$ cat config.mk
export PLATFORM = sky130hd
export DESIGN_NAME = lcd_regif
export DESIGN_NICKNAME = d
export VERILOG_FILES = /design/src/rtl/lcd_regif_pkg.sv /design/src/rtl/lcd_regif_decode.sv /design/src/rtl/lcd_regif_irq.sv /design/src/rtl/lcd_regif_geom.sv /design/src/rtl/lcd_regif.sv
export SDC_FILE = /design/constraint.sdc
export NUM_CORES = 1
export LEC_CHECK = 0
export ABC_AREA = 1
export CAP_MARGIN = 10
export CORE_ASPECT_RATIO = 1.4
export CORE_UTILIZATION = 45
export DETAILED_ROUTE_END_ITERATION = 10
export PLACE_DENSITY = 0.75
export SYNTH_ARGS = -nofsm -noshare
export SYNTH_HDL_FRONTEND = slang
export SYNTH_HIERARCHICAL = 1
export SYNTH_SLANG_ARGS = --single-unit
$ cat constraint.sdc
create_clock -name clk -period 7.2 [get_ports clk]
set_input_delay 1.44 -clock clk [delete_from_list [all_inputs] [get_ports clk]]
set_output_delay 1.44 -clock clk [all_outputs]
set_load 0.01 [all_outputs]
$ cat src/rtl/lcd_regif_pkg.sv
package lcd_regif_pkg;
    localparam int ADDR_W   = 12;
    localparam int DATA_W   = 32;
    localparam int NIRQ     = 5;
    localparam int CTRL_W   = 16;
    localparam int GEOM_W   = 11;
    localparam int PAL_AW   = 7;
    localparam int NTIM     = 4;
    localparam int IDX_W    = $clog2(NTIM);

    typedef enum logic [1:0] {
        VAR_BASIC = 2'd0,
        VAR_BOARD = 2'd1,
        VAR_EXT   = 2'd2,
        VAR_EXT2  = 2'd3
    } variant_e;

    typedef enum logic [3:0] {
        SEL_NONE, SEL_TIM, SEL_UBASE, SEL_LBASE, SEL_MASK, SEL_CTRL,
        SEL_RAW, SEL_MSTAT, SEL_CLR, SEL_UCUR, SEL_LCUR, SEL_ID, SEL_PAL
    } sel_e;

    typedef struct packed {
        sel_e             sel;
        logic [IDX_W-1:0] tim_idx;
        logic [2:0]       id_idx;
    } decode_t;

    function automatic logic [7:0] id_byte(input logic ext, input logic [2:0] idx);
        case (idx)
            3'd0: id_byte = ext ? 8'h11 : 8'h10;
            3'd1: id_byte = 8'h11;
            3'd2: id_byte = ext ? 8'h24 : 8'h04;
            3'd3: id_byte = 8'h00;
            3'd4: id_byte = 8'h0D;
            3'd5: id_byte = 8'hF0;
            3'd6: id_byte = 8'h05;
            default: id_byte = 8'hB1;
        endcase
    endfunction
endpackage

$ cat src/rtl/lcd_regif_decode.sv
module lcd_regif_decode
    import lcd_regif_pkg::*;
(
    input  logic [ADDR_W-1:0] paddr,
    input  variant_e          variant,
    output decode_t           dec
);
    localparam logic [ADDR_W-1:0] ID_BASE = ADDR_W'(12'hFE0);
    logic swap;
    logic [ADDR_W-3:0] word;

    assign swap = (variant != VAR_BASIC);
    assign word = paddr[ADDR_W-1:2];

    always_comb begin
        dec.sel     = SEL_NONE;
        dec.tim_idx = paddr[2+IDX_W-1:2];
        dec.id_idx  = paddr[4:2];
        if (paddr >= ID_BASE) begin
            dec.sel = SEL_ID;
        end else if (paddr[ADDR_W-1:9] == 3'b001) begin
            dec.sel = SEL_PAL;
        end else begin
            case (word)
                10'd0, 10'd1, 10'd2, 10'd3: dec.sel = SEL_TIM;
                10'd4:  dec.sel = SEL_UBASE;
                10'd5:  dec.sel = SEL_LBASE;
                10'd6:  dec.sel = swap ? SEL_CTRL : SEL_MASK;
                10'd7:  dec.sel = swap ? SEL_MASK : SEL_CTRL;
                10'd8:  dec.sel = SEL_RAW;
                10'd9:  dec.sel = SEL_MSTAT;
                10'd10: dec.sel = SEL_CLR;
                10'd11: dec.sel = SEL_UCUR;
                10'd12: dec.sel = SEL_LCUR;
                default: dec.sel = SEL_NONE;
            endcase
        end
    end
endmodule

$ cat src/rtl/lcd_regif_irq.sv
module lcd_regif_irq
    import lcd_regif_pkg::*;
(
    input  logic            clk,
    input  logic            rst,
    input  logic [NIRQ-1:0] evt,
    input  logic            mask_we,
    input  logic            clr_we,
    input  logic [NIRQ-1:0] wdata,
    output logic [NIRQ-1:0] raw,
    output logic [NIRQ-1:0] mask,
    output logic [NIRQ-1:0] masked,
    output logic            irq
);
    logic [NIRQ-1:0] clr_bits;
    assign clr_bits = clr_we ? wdata : '0;

    always_ff @(posedge clk) begin
        if (rst) begin
            raw  <= '0;
            mask <= '0;
        end else begin
            raw <= (raw & ~clr_bits) | evt;
            if (mask_we) mask <= wdata;
        end
    end

    assign masked = raw & mask;
    assign irq    = |masked;

    p_set_wins_r7: assert property (@(posedge clk) disable iff (rst)
        (evt != '0) |=> ((raw & $past(evt)) == $past(evt)));
    p_clear_r7: assert property (@(posedge clk) disable iff (rst)
        (clr_we && evt == '0) |=> ((raw & $past(wdata)) == '0));
endmodule

$ cat src/rtl/lcd_regif_geom.sv
module lcd_regif_geom
    import lcd_regif_pkg::*;
(
    input  logic              clk,
    input  logic              rst,
    input  logic [DATA_W-1:0] tim0,
    input  logic [DATA_W-1:0] tim1,
    output logic [GEOM_W-1:0] cols,
    output logic [GEOM_W-1:0] rows
);
    localparam int PPL_W = 6;
    localparam int LPP_W = 10;
    logic [PPL_W:0] ppl_p1;

    assign ppl_p1 = {1'b0, tim0[2 +: PPL_W]} + 1'b1;
    assign cols   = GEOM_W'({ppl_p1, 4'b0000});
    assign rows   = GEOM_W'({1'b0, tim1[LPP_W-1:0]}) + 1'b1;

    p_cols_step_r3: assert property (@(posedge clk) disable iff (rst)
        cols[3:0] == 4'd0 && cols != '0);
    p_rows_nonzero_r4: assert property (@(posedge clk) disable iff (rst)
        rows != '0);
endmodule

$ cat src/rtl/lcd_regif.sv
module lcd_regif
    import lcd_regif_pkg::*;
(
    input  logic              clk,
    input  logic              rst,
    input  logic [1:0]        variant,
    input  logic              psel,
    input  logic              penable,
    input  logic              pwrite,
    input  logic [ADDR_W-1:0] paddr,
    input  logic [DATA_W-1:0] pwdata,
    output logic [DATA_W-1:0] prdata,
    input  logic [NIRQ-1:0]   irq_evt,
    output logic              irq,
    output logic              redraw,
    output logic [GEOM_W-1:0] active_cols,
    output logic [GEOM_W-1:0] active_rows,
    output logic              pal_sel,
    output logic              pal_write,
    output logic [PAL_AW-1:0] pal_addr,
    output logic [DATA_W-1:0] pal_wdata,
    input  logic [DATA_W-1:0] pal_rdata
);
    decode_t                dec;
    logic                   wr_fire, rd_en;
    logic [DATA_W-1:0]      tim [NTIM];
    logic [DATA_W-1:0]      ubase, lbase;
    logic [CTRL_W-1:0]      ctrl;
    logic [NIRQ-1:0]        raw, mask, masked;
    variant_e               var_q;

    assign var_q   = variant_e'(variant);
    assign wr_fire = psel && penable && pwrite;
    assign rd_en   = psel && !pwrite;

    lcd_regif_decode u_dec (.paddr(paddr), .variant(var_q), .dec(dec));

    for (genvar i = 0; i < NTIM; i++) begin : g_tim
        always_ff @(posedge clk) begin
            if (rst) tim[i] <= '0;
            else if (wr_fire && dec.sel == SEL_TIM && dec.tim_idx == IDX_W'(i))
                tim[i] <= pwdata;
        end
    end

    always_ff @(posedge clk) begin
        if (rst) begin
            ubase  <= '0;
            lbase  <= '0;
            ctrl   <= '0;
            redraw <= 1'b0;
        end else begin
            redraw <= wr_fire;
            if (wr_fire) begin
                case (dec.sel)
                    SEL_UBASE: ubase <= pwdata;
                    SEL_LBASE: lbase <= pwdata;
                    SEL_CTRL:  ctrl  <= pwdata[CTRL_W-1:0];
                    default: ;
                endcase
            end
        end
    end

    lcd_regif_irq u_irq (
        .clk(clk), .rst(rst), .evt(irq_evt),
        .mask_we(wr_fire && dec.sel == SEL_MASK),
        .clr_we(wr_fire && dec.sel == SEL_CLR),
        .wdata(pwdata[NIRQ-1:0]),
        .raw(raw), .mask(mask), .masked(masked), .irq(irq)
    );

    lcd_regif_geom u_geom (
        .clk(clk), .rst(rst), .tim0(tim[0]), .tim1(tim[1]),
        .cols(active_cols), .rows(active_rows)
    );

    assign pal_sel   = psel && dec.sel == SEL_PAL;
    assign pal_write = pal_sel && wr_fire;
    assign pal_addr  = paddr[2 +: PAL_AW];
    assign pal_wdata = pwdata;

    always_comb begin
        prdata = '0;
        if (rd_en) begin
            case (dec.sel)
                SEL_TIM:   prdata = tim[dec.tim_idx];
                SEL_UBASE, SEL_UCUR: prdata = ubase;
                SEL_LBASE, SEL_LCUR: prdata = lbase;
                SEL_CTRL:  prdata = DATA_W'(ctrl);
                SEL_MASK:  prdata = DATA_W'(mask);
                SEL_RAW:   prdata = DATA_W'(raw);
                SEL_MSTAT: prdata = DATA_W'(masked);
                SEL_ID:    prdata = DATA_W'(id_byte(variant[1], dec.id_idx));
                SEL_PAL:   prdata = pal_rdata;
                default:   prdata = '0;
            endcase
        end
    end

    p_redraw_r11: assert property (@(posedge clk) disable iff (rst)
        (wr_fire && !rst) |=> redraw);
    p_redraw_once_r11: assert property (@(posedge clk) disable iff (rst)
        (!wr_fire) |=> !redraw);
endmodule

Word-level counts from Yosys, hierarchy flattened
Memories as Yosys holds them, arrays and structs flattened.
Index checks and enable logic that the tools add are counted.
- flip-flop bits (word level): 91
- bits in writable memories: 128
- bits of input ports: 88
- output and inout port bits: 97
- word-level logic and storage cells: 105
- memories kept: 1
- memories (name ; words ; width ; read ports ; clocked after Yosys merged registers in ; wr ports ; line ; text):
    tim ; 4 ; 32 ; 3 ; 0 ; 4 ; lcd_regif.sv:26 ; logic [DATA_W-1:0] tim [NTIM];
- add/sub/neg operators: 2
- order comparisons: 1
- eq/ne operators: 34
- multiplexer cells: 29
- bitwise logic cells: 8
- reduce and logical (&&, ||, !) cells: 24
- operator list (kind ; count):
    32-bit case mux with 9 select lines ; 1
    32-bit two-way mux ; 5
    8-bit case mux with 7 select lines ; 1
    10-bit by 4-bit == test with 1-bit output (second input constant) ; 5
    10-bit by 3-bit == test with 1-bit output (second input constant) ; 4
    4-bit case mux with 10 select lines ; 1
    10-bit by 2-bit == test with 1-bit output (second input constant) ; 2
    4-bit == test (second input constant) ; 5
    1-bit two-way mux ; 17
    4-bit by 3-bit == test with 1-bit output (second input constant) ; 4
    12-bit >= comparator (second input constant) ; 1
    1-bit logical AND ; 12
    10-bit by 1-bit adder with 11-bit output (second input constant) ; 1
    5-bit bitwise AND ; 2
    10-bit by 1-bit == test with 1-bit output (second input constant) ; 1
    10-bit logical NOT ; 1
    3-bit == test (second input constant) ; 3
    4-bit by 2-bit == test with 1-bit output (second input constant) ; 2
    4-bit two-way mux ; 2
    6-bit by 1-bit adder with 7-bit output (second input constant) ; 1
    3-bit by 1-bit == test with 1-bit output (second input constant) ; 2
    3-bit by 2-bit == test with 1-bit output (second input constant) ; 2
    6-bit two-way mux ; 1
    2-bit AND reduction ; 3
    14 further kinds ; 19

Logic depth before layout (Yosys ltp)
Gate-level depths: netlist of the first run.
- depth after elaboration: 12
- gate-level depth with buffers: 17
- mapped depth without buffers: 16

Modules after synthesis
Netlist of the first run, hierarchy kept.
- modules (own cells, without submodules) (module ; instances ; cells an instance ; area each (um^2) ; sequential area each (um^2)):
    lcd_regif ; 1 ; 1249 ; 10151.0 ; 5465.2
    lcd_regif_irq ; 1 ; 62 ; 409.1 ; 200.2
    lcd_regif_geom ; 1 ; 58 ; 340.3 ; 0.0
    lcd_regif_decode ; 1 ; 54 ; 269.0 ; 0.0

Worst setup path after synthesis of the first run
Ideal clock, no wire load.
- path kind: in2out
- start point: input port paddr[6]
- end point: output port prdata[12]
- arrival time: 3.006 ns
- required time: 5.760 ns
- path slack: 2.754 ns
- stages on the path: 14
- buffers on the path: 1
- path through: nor2_2 -> nand2_2 -> inv_2 -> nand4_1 -> o21ai_1 -> nand2_1 -> nor2_2 -> buf_2 -> nand2_1 -> nand2_1 -> inv_1 -> nand3_1 -> nor2_1 -> nor2_1
- RTL lines (element ; line ; text):
    start, declared ; lcd_regif.sv:10 ; input logic [ADDR_W-1:0] paddr,
    end, declared ; lcd_regif.sv:12 ; output logic [DATA_W-1:0] prdata,

==> impl_metrics.json, run 1 <==
{
  "core_area_sq_um": 24100,
  "power.switching_fraction": 0.229,
  "critical_path_peak_fanout": 32,
  "portBuffers": 178,
  "yosys_register_bits": 219,
  "placer_congestion": 0.873,
  "layout.filler_cells": 2226,
  "floorplan.die.height_um": 188,
  "global_route.usage.total": 0.234,
  "number_of_maximum_capacitance_constraint_violations": 0,
  "synthTopCellsByCount": "nand2_1, nor2_1, edfxtp_1",
  "vias_per_cell": 5.14,
  "ir_drop_uv": 178,
  "synth.top_cell.area_share": 0.344,
  "power_switching_w": 0.000625,
  "rr_worst_depth": 2,
  "antenna_found_initial": 0,
  "tritoncts_clock_tree": "yes",
  "yosysWarningCount": 6,
  "routed_wirelength_um": 29700,
  "timing.clock.skew_ns": 0,
  "hold_path_class": "flop to flop",
  "num_vias": 9534,
  "ant_nets": 0,
  "worst-slew-pin-transition_ns": 0.958,
  "cp_endpoint_kind": "output port",
  "final_net_count": 1619,
  "synth-edff-count": 128,
  "netlist_instances": 1423,
  "power_density_nw_per_um2": 204,
  "grt_overflow": 0,
  "cts.clk_slew.worst_paths_ns": 0.06,
  "post_cts_buffers": 0,
  "hpwlAfterDp_um": 19500,
  "die_width_um": 135,
  "synth.top_cells.by_area": "edfxtp_1, dfxtp_1, nand2_1, nor2_1, a21oi_1",
  "drcViolationCount": 0,
  "largest_net_degree_at_the_start_of_global_routing": 81,
  "async_reset_ff_frac": 0,
  "effective_utilization_at_floorplan": 0.463,
  "main_synth_ff_type": "edfxtp_1",
  "synth_most_common_cell": "nand2_1",
  "num_io_pins": 185,
  "area.growth.synth_to_final_pct": 19.6,
  "clock_latency_ns": 0.49,
  "clock_tree.htree_level_count": 1,
  "leakage_nw": 5.62,
  "tritoncts_num_sinks": 219,
  "power.internal_w": 0.00210,
  "placementRows": 67,
  "post_synth.cell_area_avg_sq_um": 7.85,
  "min_period_ns": 6.25,
  "tritoncts.num_buffers": 22,
  "timing.setup.tns_ns": 0,
  "final_min_period_over_clock_period": 0.868,
  "power.share.combinational": 0.092,
  "post-synth-top-area-cell": "edfxtp_1",
  "cts_resized": 0,
  "drive_gt1_frac": 0.0602,
  "max-slew-margin-rel": 0.359,
  "total_iterations_of_the_first_detailed_routing_run": 5,
  "seq_area_frac_synth": 0.507,
  "post_synth_instance_area_sq_um": 11200,
  "cts_hold_repair.buffers": 0,
  "insertedDiodeCount": 0,
  "synth.lib_cells_used.distinct": 32,
  "finalMaxSlewViolations": 0,
  "critPathRequiredTime_ns": 5.76,
  "clock_tree.root_cell": "clkbuf_16",
  "vias_in_the_first_global_route": 9377,
  "die_footprint_sq_um": 25500,
  "multi_input_area_sq_um": 4370,
  "routed_wire_length_per_instance_um": 16.0,
  "run_status": "finished, final reports clean",
  "path_class": "input port to output port",
  "setup_viol_count_final": 0,
  "grt_first_pass_wirelength_um": 47100,
  "fmax_mhz": 160,
  "final_hold_viols": 0,
  "cp_data_arrival_time_ns": 4.81,
  "max-clock-path-buffers": 3,
  "clock_power_share": 0.403,
  "placement_stage_worst_setup_slack_ns": 0.970,
  "setup.worst_path.start_class": "input port",
  "final_critical_path_setup_slack_ns": 0.952,
  "worstHoldPathCells": 2,
  "regToRegSetupSlack_ns": 6.48,
  "detail_route.iter0.violations": 718,
  "p_seq_frac": 0.505,
  "rsz0062_at_grt": "false",
  "area.sequential_sq_um": 5670
}
[cell type report]
type	count	area share
multi-input cells	998	0.327
clock inverters	7	0.00506
clock buffers	33	0.0466
flip-flops and latches	219	0.424
well taps	310	0.0290
repair buffers	192	0.141
inverters	96	0.0270
[cell families (layout without fill, tap and decap cells)]
family,count (synthesis),count (layout),share of synthesized area
AO/OA/AOI/OAI,178,178,0.0798
adder cells (fa/ha/maj),2,2,0.00224
buffers and inverters,209,328,0.103
flip-flops,219,219,0.507
AND/OR/NAND/NOR,805,805,0.300
other,1,4,0.000336
XOR/XNOR,9,9,0.00706
[layer usage]
| layer | share of wire | global-route usage | vias to the layer above |
|---|---|---|---|
| met5 | 0 | 0 | - |
| met4 | 0.034 | 0.0951 | 0 |
| li1 | - | - | 4718 |
| met3 | 0.055 | 0.0234 | 61 |
| met2 | 0.53 | 0.433 | 340 |
| met1 | 0.39 | 0.271 | 4415 |
[cell usage in the layout, fill, tap and decap left out, types with 3 or more instances in the layout]
| master | synthesis | layout |
|---|---|---|
| nor2_1 | 278 | 276 |
| nor3_1 | 4 | 4 |
| xor2_1 | 8 | 8 |
| clkinv_2 | 0 | 3 |
| nor2_2 | 9 | 11 |
| clkbuf_16 | 0 | 23 |
| edfxtp_1 | 128 | 128 |
| nand4_1 | 8 | 8 |
| a21oi_1 | 95 | 95 |
| conb_1 | 1 | 4 |
| nand2_1 | 418 | 417 |
| dfxtp_1 | 91 | 91 |
| o21ai_0 | 81 | 81 |
| nand3_1 | 60 | 60 |
| nand2_2 | 7 | 8 |
| buf_4 | 51 | 14 |
| nor2_4 | 6 | 6 |
| inv_2 | 10 | 10 |
| inv_1 | 86 | 86 |
| clkbuf_1 | 13 | 9 |
| clkdlybuf4s50_1 | 0 | 178 |
| nand3_4 | 5 | 5 |
[registers in the layout, indices dropped and copies added (netlist names)]
name        count
lbase          32
u_irq/mask      5
u_irq/raw       5
ubase          32
redraw          1
tim           128
ctrl           16
[stage by stage]
stage,hold WS (ns),cells,power (W),util,cell area (sq um)
after floorplan,0.452,1426,0.00154,-,11200
after global placement,0.471,1815,0.00165,0.525,12700
after detailed placement,0.476,1815,0.00166,0.525,12700
after CTS,0.485,1855,0.00274,0.553,13400
after global routing,0.516,1855,0.00281,0.553,13400
final,0.493,1855,0.00273,0.553,13400
[final timing paths]
check                                                start                          to
worst max register to register      ubase[14]$_SDFFE_PP0P_      ubase[14]$_SDFFE_PP0P_
worst min-delay path            u_irq/mask[3]$_SDFFE_PP0P_  u_irq/mask[3]$_SDFFE_PP0P_
worst min register to register  u_irq/mask[3]$_SDFFE_PP0P_  u_irq/mask[3]$_SDFFE_PP0P_
worst max-delay path                              paddr[2]                   prdata[5]
[worst max-delay path: stages]
cell,delay [ns]
clkdlybuf4s50_1,0.60
buf_4,0.27
inv_1,0.06
nor2_1,0.13
nor2_1,0.07
nor2_2,0.09
nor2_1,0.05
nand3_1,0.21
nand2_2,0.12
inv_2,0.09
nand2_2,0.07
nand2_2,0.58
nand2_1,0.11
nand2_1,0.10
nor2_1,0.05
a21oi_1,0.17
clkdlybuf4s50_1,0.58
[power by group through the flow]
| stage | Sequential (W) | Combinational (W) | Clock [W] |
|---|---|---|---|
| finish | 0.00138 | 0.000251 | 0.00110 |
| global placement | 0.00140 | 0.000248 | 0 |
| detailed placement | 0.00141 | 0.000251 | 0 |
| CTS | 0.00138 | 0.000252 | 0.00111 |
| floorplan | 0.00140 | 0.000138 | 0 |
| global route | 0.00138 | 0.000273 | 0.00116 |
(Power assumes the default switching activity.)
==> run 2: changes to the inputs <==
Settings changed: GPL_ROUTABILITY_DRIVEN set to 0.
==> impl_metrics.json, run 2 (synthesis results as in run 1) <==
{
  "total_iterations_of_the_first_detailed_routing_run": 6,
  "vias_per_cell": 5.09,
  "timing.critical_path.slowest_stage_cell": "clkdlybuf4s50_1",
  "cp_data_arrival_time_ns": 4.73,
  "finish.instance_area_sq_um": 13300,
  "num_io_pins": 185,
  "leakage_nw": 5.59,
  "clock_tree.htree_level_count": 1,
  "critical_path.startpoint": "paddr[4]",
  "die_footprint_sq_um": 25500,
  "area.growth.synth_to_final_pct": 19.0,
  "cp_endpoint_kind": "output port",
  "wl_met2_um": 15600,
  "post_cts_buffers": 0,
  "finalHoldWorstSlack_ns": 0.486,
  "registers.top_by_ff_count": "tim",
  "final_hold_viols": 0,
  "timing.setup.tns_ns": 0,
  "portBuffers": 178,
  "power_density_nw_per_um2": 201,
  "clock_tree.root_cell": "clkbuf_16",
  "path_class": "input port to output port",
  "num_vias": 9424,
  "min_period_ns": 6.17,
  "number_of_maximum_capacitance_constraint_violations": 0,
  "tritoncts.num_buffers": 21,
  "floorplan.die.height_um": 188,
  "cts_resized": 0,
  "hold_path_class": "flop to flop",
  "clock_latency_ns": 0.48,
  "hpwlAfterDp_um": 19100,
  "detail_route.iter0.violations": 655,
  "worstPathCellList": "clkdlybuf4s50_1 > inv_1 > nor3_1 > nand3_1 > nand4_1 > inv_1 > nor2_1 > nand2_1 > nand2_2 > nand2_1 > nand3_1 > nor2_1 > nor2_1 > clkdlybuf4s50_1",
  "crit_cells": 14,
  "path_buf_inv": 4,
  "core_area_sq_um": 24100,
  "min-delay-start": "u_irq/mask[1]$_SDFFE_PP0P_",
  "reg.largest.list": "tim x128, lbase x32, ubase x32",
  "cp_common_cell": "nor2_1",
  "worstHoldPathCells": 2,
  "biggest_cell_delay_along_the_critical_path_ns": 0.64,
  "final_net_count": 1617,
  "grt_first_pass_wirelength_um": 46300,
  "largest_net_degree_at_the_start_of_global_routing": 72,
  "rsz0062_at_grt": "false",
  "setup.worst_path.start_class": "input port",
  "tritoncts_clock_tree": "yes",
  "die_width_um": 135,
  "final_cell_mix": "nand2_1, nor2_1, clkdlybuf4s50_1",
  "setup_viol_count_final": 0,
  "critical_path_peak_fanout": 32,
  "most_frequent_standard_cell_in_the_layout_excluding_fill_and_tap_cells": "nand2_1",
  "max-slew-margin-rel": 0.362,
  "top_layer_used": "met4",
  "final_min_period_over_clock_period": 0.857,
  "grt_overflow": 0,
  "number_of_placed_instances_with_taps_included": 1814,
  "worst-slew-pin-transition_ns": 0.954,
  "cts.clk_slew.worst_paths_ns": 0.06,
  "drt-met1-wl_um": 11100,
  "timing.clock.skew_ns": 0,
  "fmax_mhz": 162,
  "dpl-instance-area_sq_um": 12700,
  "largest_reg_flops": 128,
  "tritoncts_num_sinks": 219,
  "worst_path_dominant_cell_family": "simple AND/OR/NAND/NOR gates",
  "run_status": "finished, final reports clean",
  "routed_wirelength_um": 29500,
  "global_route.usage.total": 0.232,
  "final-instance-count-excl-fill": 1851,
  "drcViolationCount": 0,
  "cts_hold_repair.buffers": 0,
  "rr_worst_depth": 2,
  "max-clock-path-buffers": 3,
  "placementRows": 67,
  "antenna_found_initial": 0,
  "insertedDiodeCount": 0,
  "finalMaxSlewViolations": 0,
  "reg_to_reg_startpoint": "lbase[31]$_SDFFE_PP0P_",
  "drive_gt1_frac": 0.0578,
  "routed_wire_length_per_instance_um": 15.9,
  "ir_drop_uv": 134,
  "ant_nets": 0,
  "vias_in_the_first_global_route": 9092,
  "wl_met3_um": 1680,
  "effective_utilization_at_floorplan": 0.463,
  "critPathRequiredTime_ns": 5.76
}
run 2: layout make-up:
cell class | instances | area, sq um
tap | 310 | 388
clock inverter | 9 | 66.3
multi-input combinational | 998 | 4370
clock buffer | 28 | 566
fill | 2233 | 10800
sequential | 219 | 5670
inverter | 96 | 360
timing repair buffer | 191 | 1880
run 2: worst paths after layout:
kind	to	slack [ns]
worst max-delay path	prdata[10]	1.03
worst min-delay path	u_irq/mask[1]$_SDFFE_PP0P_	0.49
worst max register to register	lbase[31]$_SDFFE_PP0P_	6.47
worst min register to register	u_irq/mask[1]$_SDFFE_PP0P_	0.49
run 2: worst min-delay path, stage by stage, from the launching register on:
cell and delay [ns]:
dfxtp_1 0.32, nand2_1 0.07, a21oi_1 0.05
run 2: layer usage:
| metal | global-route usage | vias up |
|---|---|---|
| met5 | 0 | - |
| met4 | 0.0977 | 0 |
| met3 | 0.0199 | 66 |
| met2 | 0.433 | 333 |
| met1 | 0.266 | 4314 |
| li1 | - | 4711 |
run 2: through the flow:
step                setup slack (ns)  total power [W]  utilization
floorplan                       2.75          0.00154            -
global placement                1.10          0.00165        0.524
detailed placement              1.04          0.00165        0.524
CTS                             1.03          0.00268        0.551
global route                   0.656          0.00275        0.551
finish                          1.03          0.00267        0.551
run 2: where the power goes:
group / switching (W) / internal, W / total, W / leakage [nW]
logic: 0.000143 / 0.000106 / 0.000249 / 3.33
registers: 0.0000170 / 0.00136 / 0.00138 / 1.95
clock network: 0.000452 / 0.000587 / 0.00104 / 0.313
total: 0.000612 / 0.00205 / 0.00267 / 5.59
==> run 3: changes to the inputs <==
Settings changed: CORE_MARGIN set to 2, PLACE_DENSITY 0.75 to not set, PLACE_DENSITY_LB_ADDON set to 0.1.
==> impl_metrics.json, run 3 (synthesis results as in run 1) <==
{
  "die_footprint_sq_um": 26100,
  "placementRows": 68,
  "clock_tree.root_cell": "clkbuf_16",
  "routed_wirelength_um": 30500,
  "setup.worst_path.start_class": "input port",
  "post_cts_buffers": 0,
  "hold_path_class": "flop to flop",
  "final_critical_path_setup_slack_ns": 0.999,
  "path_class": "input port to output port",
  "cts_hold_repair.buffers": 0,
  "global_route.usage.total": 0.236,
  "placement_stage_worst_setup_slack_ns": 1.02,
  "most_frequent_standard_cell_in_the_layout_excluding_fill_and_tap_cells": "nand2_1",
  "total_iterations_of_the_first_detailed_routing_run": 5,
  "timing.setup.tns_ns": 0,
  "die_width_um": 137,
  "tritoncts_clock_tree": "yes",
  "routed_wire_length_per_instance_um": 16.4,
  "vias_per_cell": 5.09,
  "finalMaxSlewViolations": 0,
  "final_hold_viols": 0,
  "final_core_util": 0.545,
  "ir_drop_uv": 151,
  "timing.clock.skew_ns": 0,
  "cts_resized": 0,
  "final_min_period_over_clock_period": 0.861,
  "worst-slew-pin-transition_ns": 1.10,
  "number_of_placed_instances_with_taps_included": 1818,
  "final_net_count": 1618,
  "grt.busiest_layer": "met2",
  "final-instance-count-excl-fill": 1859,
  "area.growth.synth_to_final_pct": 19.6,
  "grt_first_pass_wirelength_um": 47900,
  "clock_power_share": 0.404,
  "cp_data_arrival_time_ns": 4.76,
  "grtUsageMet3": 0.0311,
  "largest_net_degree_at_the_start_of_global_routing": 67,
  "vias_in_the_first_global_route": 9207,
  "tritoncts.num_buffers": 23,
  "ant_nets": 0,
  "hpwlAfterDp_um": 19000,
  "antenna_found_initial": 0,
  "floorplan.die.height_um": 190,
  "registers.top_by_ff_count": "tim",
  "max-clock-path-buffers": 3,
  "largest_reg_flops": 128,
  "grtUsageMet1": 0.287,
  "leakage_nw": 5.62,
  "number_of_maximum_capacitance_constraint_violations": 0,
  "num_io_pins": 185,
  "final_cell_mix": "nand2_1, nor2_1, clkdlybuf4s50_1",
  "tritoncts_num_sinks": 219,
  "insertedDiodeCount": 0,
  "num_vias": 9467,
  "critPathRequiredTime_ns": 5.76,
  "power_density_nw_per_um2": 205,
  "effective_utilization_at_floorplan": 0.456,
  "run_status": "finished, final reports clean",
  "cts.clk_slew.worst_paths_ns": 0.05,
  "critical_path_peak_fanout": 20,
  "min_period_ns": 6.20,
  "reg.largest.list": "tim x128, lbase x32, ubase x32",
  "fmax_mhz": 161,
  "power.switching_fraction": 0.229,
  "setup_viol_count_final": 0,
  "groute.layer.met2.usage": 0.420,
  "drive_gt1_frac": 0.0583,
  "clock_latency_ns": 0.49,
  "max-slew-margin-rel": 0.266,
  "power_switching_w": 0.000629,
  "cp_endpoint_kind": "output port",
  "rsz0062_at_grt": "false",
  "drcViolationCount": 0,
  "power.internal_w": 0.00211,
  "clock_tree.htree_level_count": 1,
  "detail_route.iter0.violations": 560,
  "core_area_sq_um": 24500,
  "grt_overflow": 0,
  "power.share.combinational": 0.092,
  "portBuffers": 178,
  "p_seq_frac": 0.503
}
[run 3: power by group through the flow]
stage	Combinational (W)	Clock, W	Sequential (W)
6_report	0.000253	0.00111	0.00138
5_1_grt	0.000277	0.00117	0.00138
4_1_cts	0.000255	0.00112	0.00138
3_5_place_dp	0.000254	0	0.00141
3_3_place_gp	0.000252	0	0.00140
2_1_floorplan	0.000138	0	0.00140
[run 3: worst paths after layout]
| check | cells after the start | startpoint | slack, ns | to |
|---|---|---|---|---|
| setup reg to reg | 2 | ctrl[2]$_SDFFE_PP0P_ | 6.50 | ctrl[2]$_SDFFE_PP0P_ |
| hold reg to reg | 2 | u_irq/mask[4]$_SDFFE_PP0P_ | 0.49 | u_irq/mask[4]$_SDFFE_PP0P_ |
| setup / recovery | 19 | paddr[4] | 1.0 | prdata[11] |
| hold / removal | 2 | u_irq/mask[4]$_SDFFE_PP0P_ | 0.49 | u_irq/mask[4]$_SDFFE_PP0P_ |
[run 3: layout make-up]
class	count	area, sq um
clock buffer	33	633
clock inverter	8	60.1
fill	2348	11100
inverter	96	360
multi-input combinational	998	4380
sequential	219	5670
tap	315	394
timing repair buffer	190	1870
[run 3: critical path, cell delays in order]
cell	delay (ns)
clkdlybuf4s50_1	0.65
inv_1	0.12
nand2_1	0.09
nor2_2	0.06
nand3_1	0.09
nand2_1	0.05
nor2_1	0.08
nand3_1	0.22
inv_2	0.17
nand2_1	0.13
nor2_4	0.28
buf_4	0.36
nand2_1	0.11
nand2_1	0.08
inv_1	0.04
nand3_1	0.06
nor2_1	0.06
nor2_1	0.11
clkdlybuf4s50_1	0.56
[run 3: stage by stage]
step / total power, W / hold slack [ns] / instance area (sq um)
2_1_floorplan: 0.00154 / 0.452 / 11200
3_3_place_gp: 0.00166 / 0.472 / 12700
3_5_place_dp: 0.00166 / 0.479 / 12700
4_1_cts: 0.00275 / 0.489 / 13400
5_1_grt: 0.00283 / 0.514 / 13400
6_report: 0.00274 / 0.491 / 13400
[run 3: layer usage]
layer  share of wire  routed length (um)
met1            0.41               12600
met2            0.50               15300
met3           0.054                1640
met4           0.029                 890
met5               0                   0
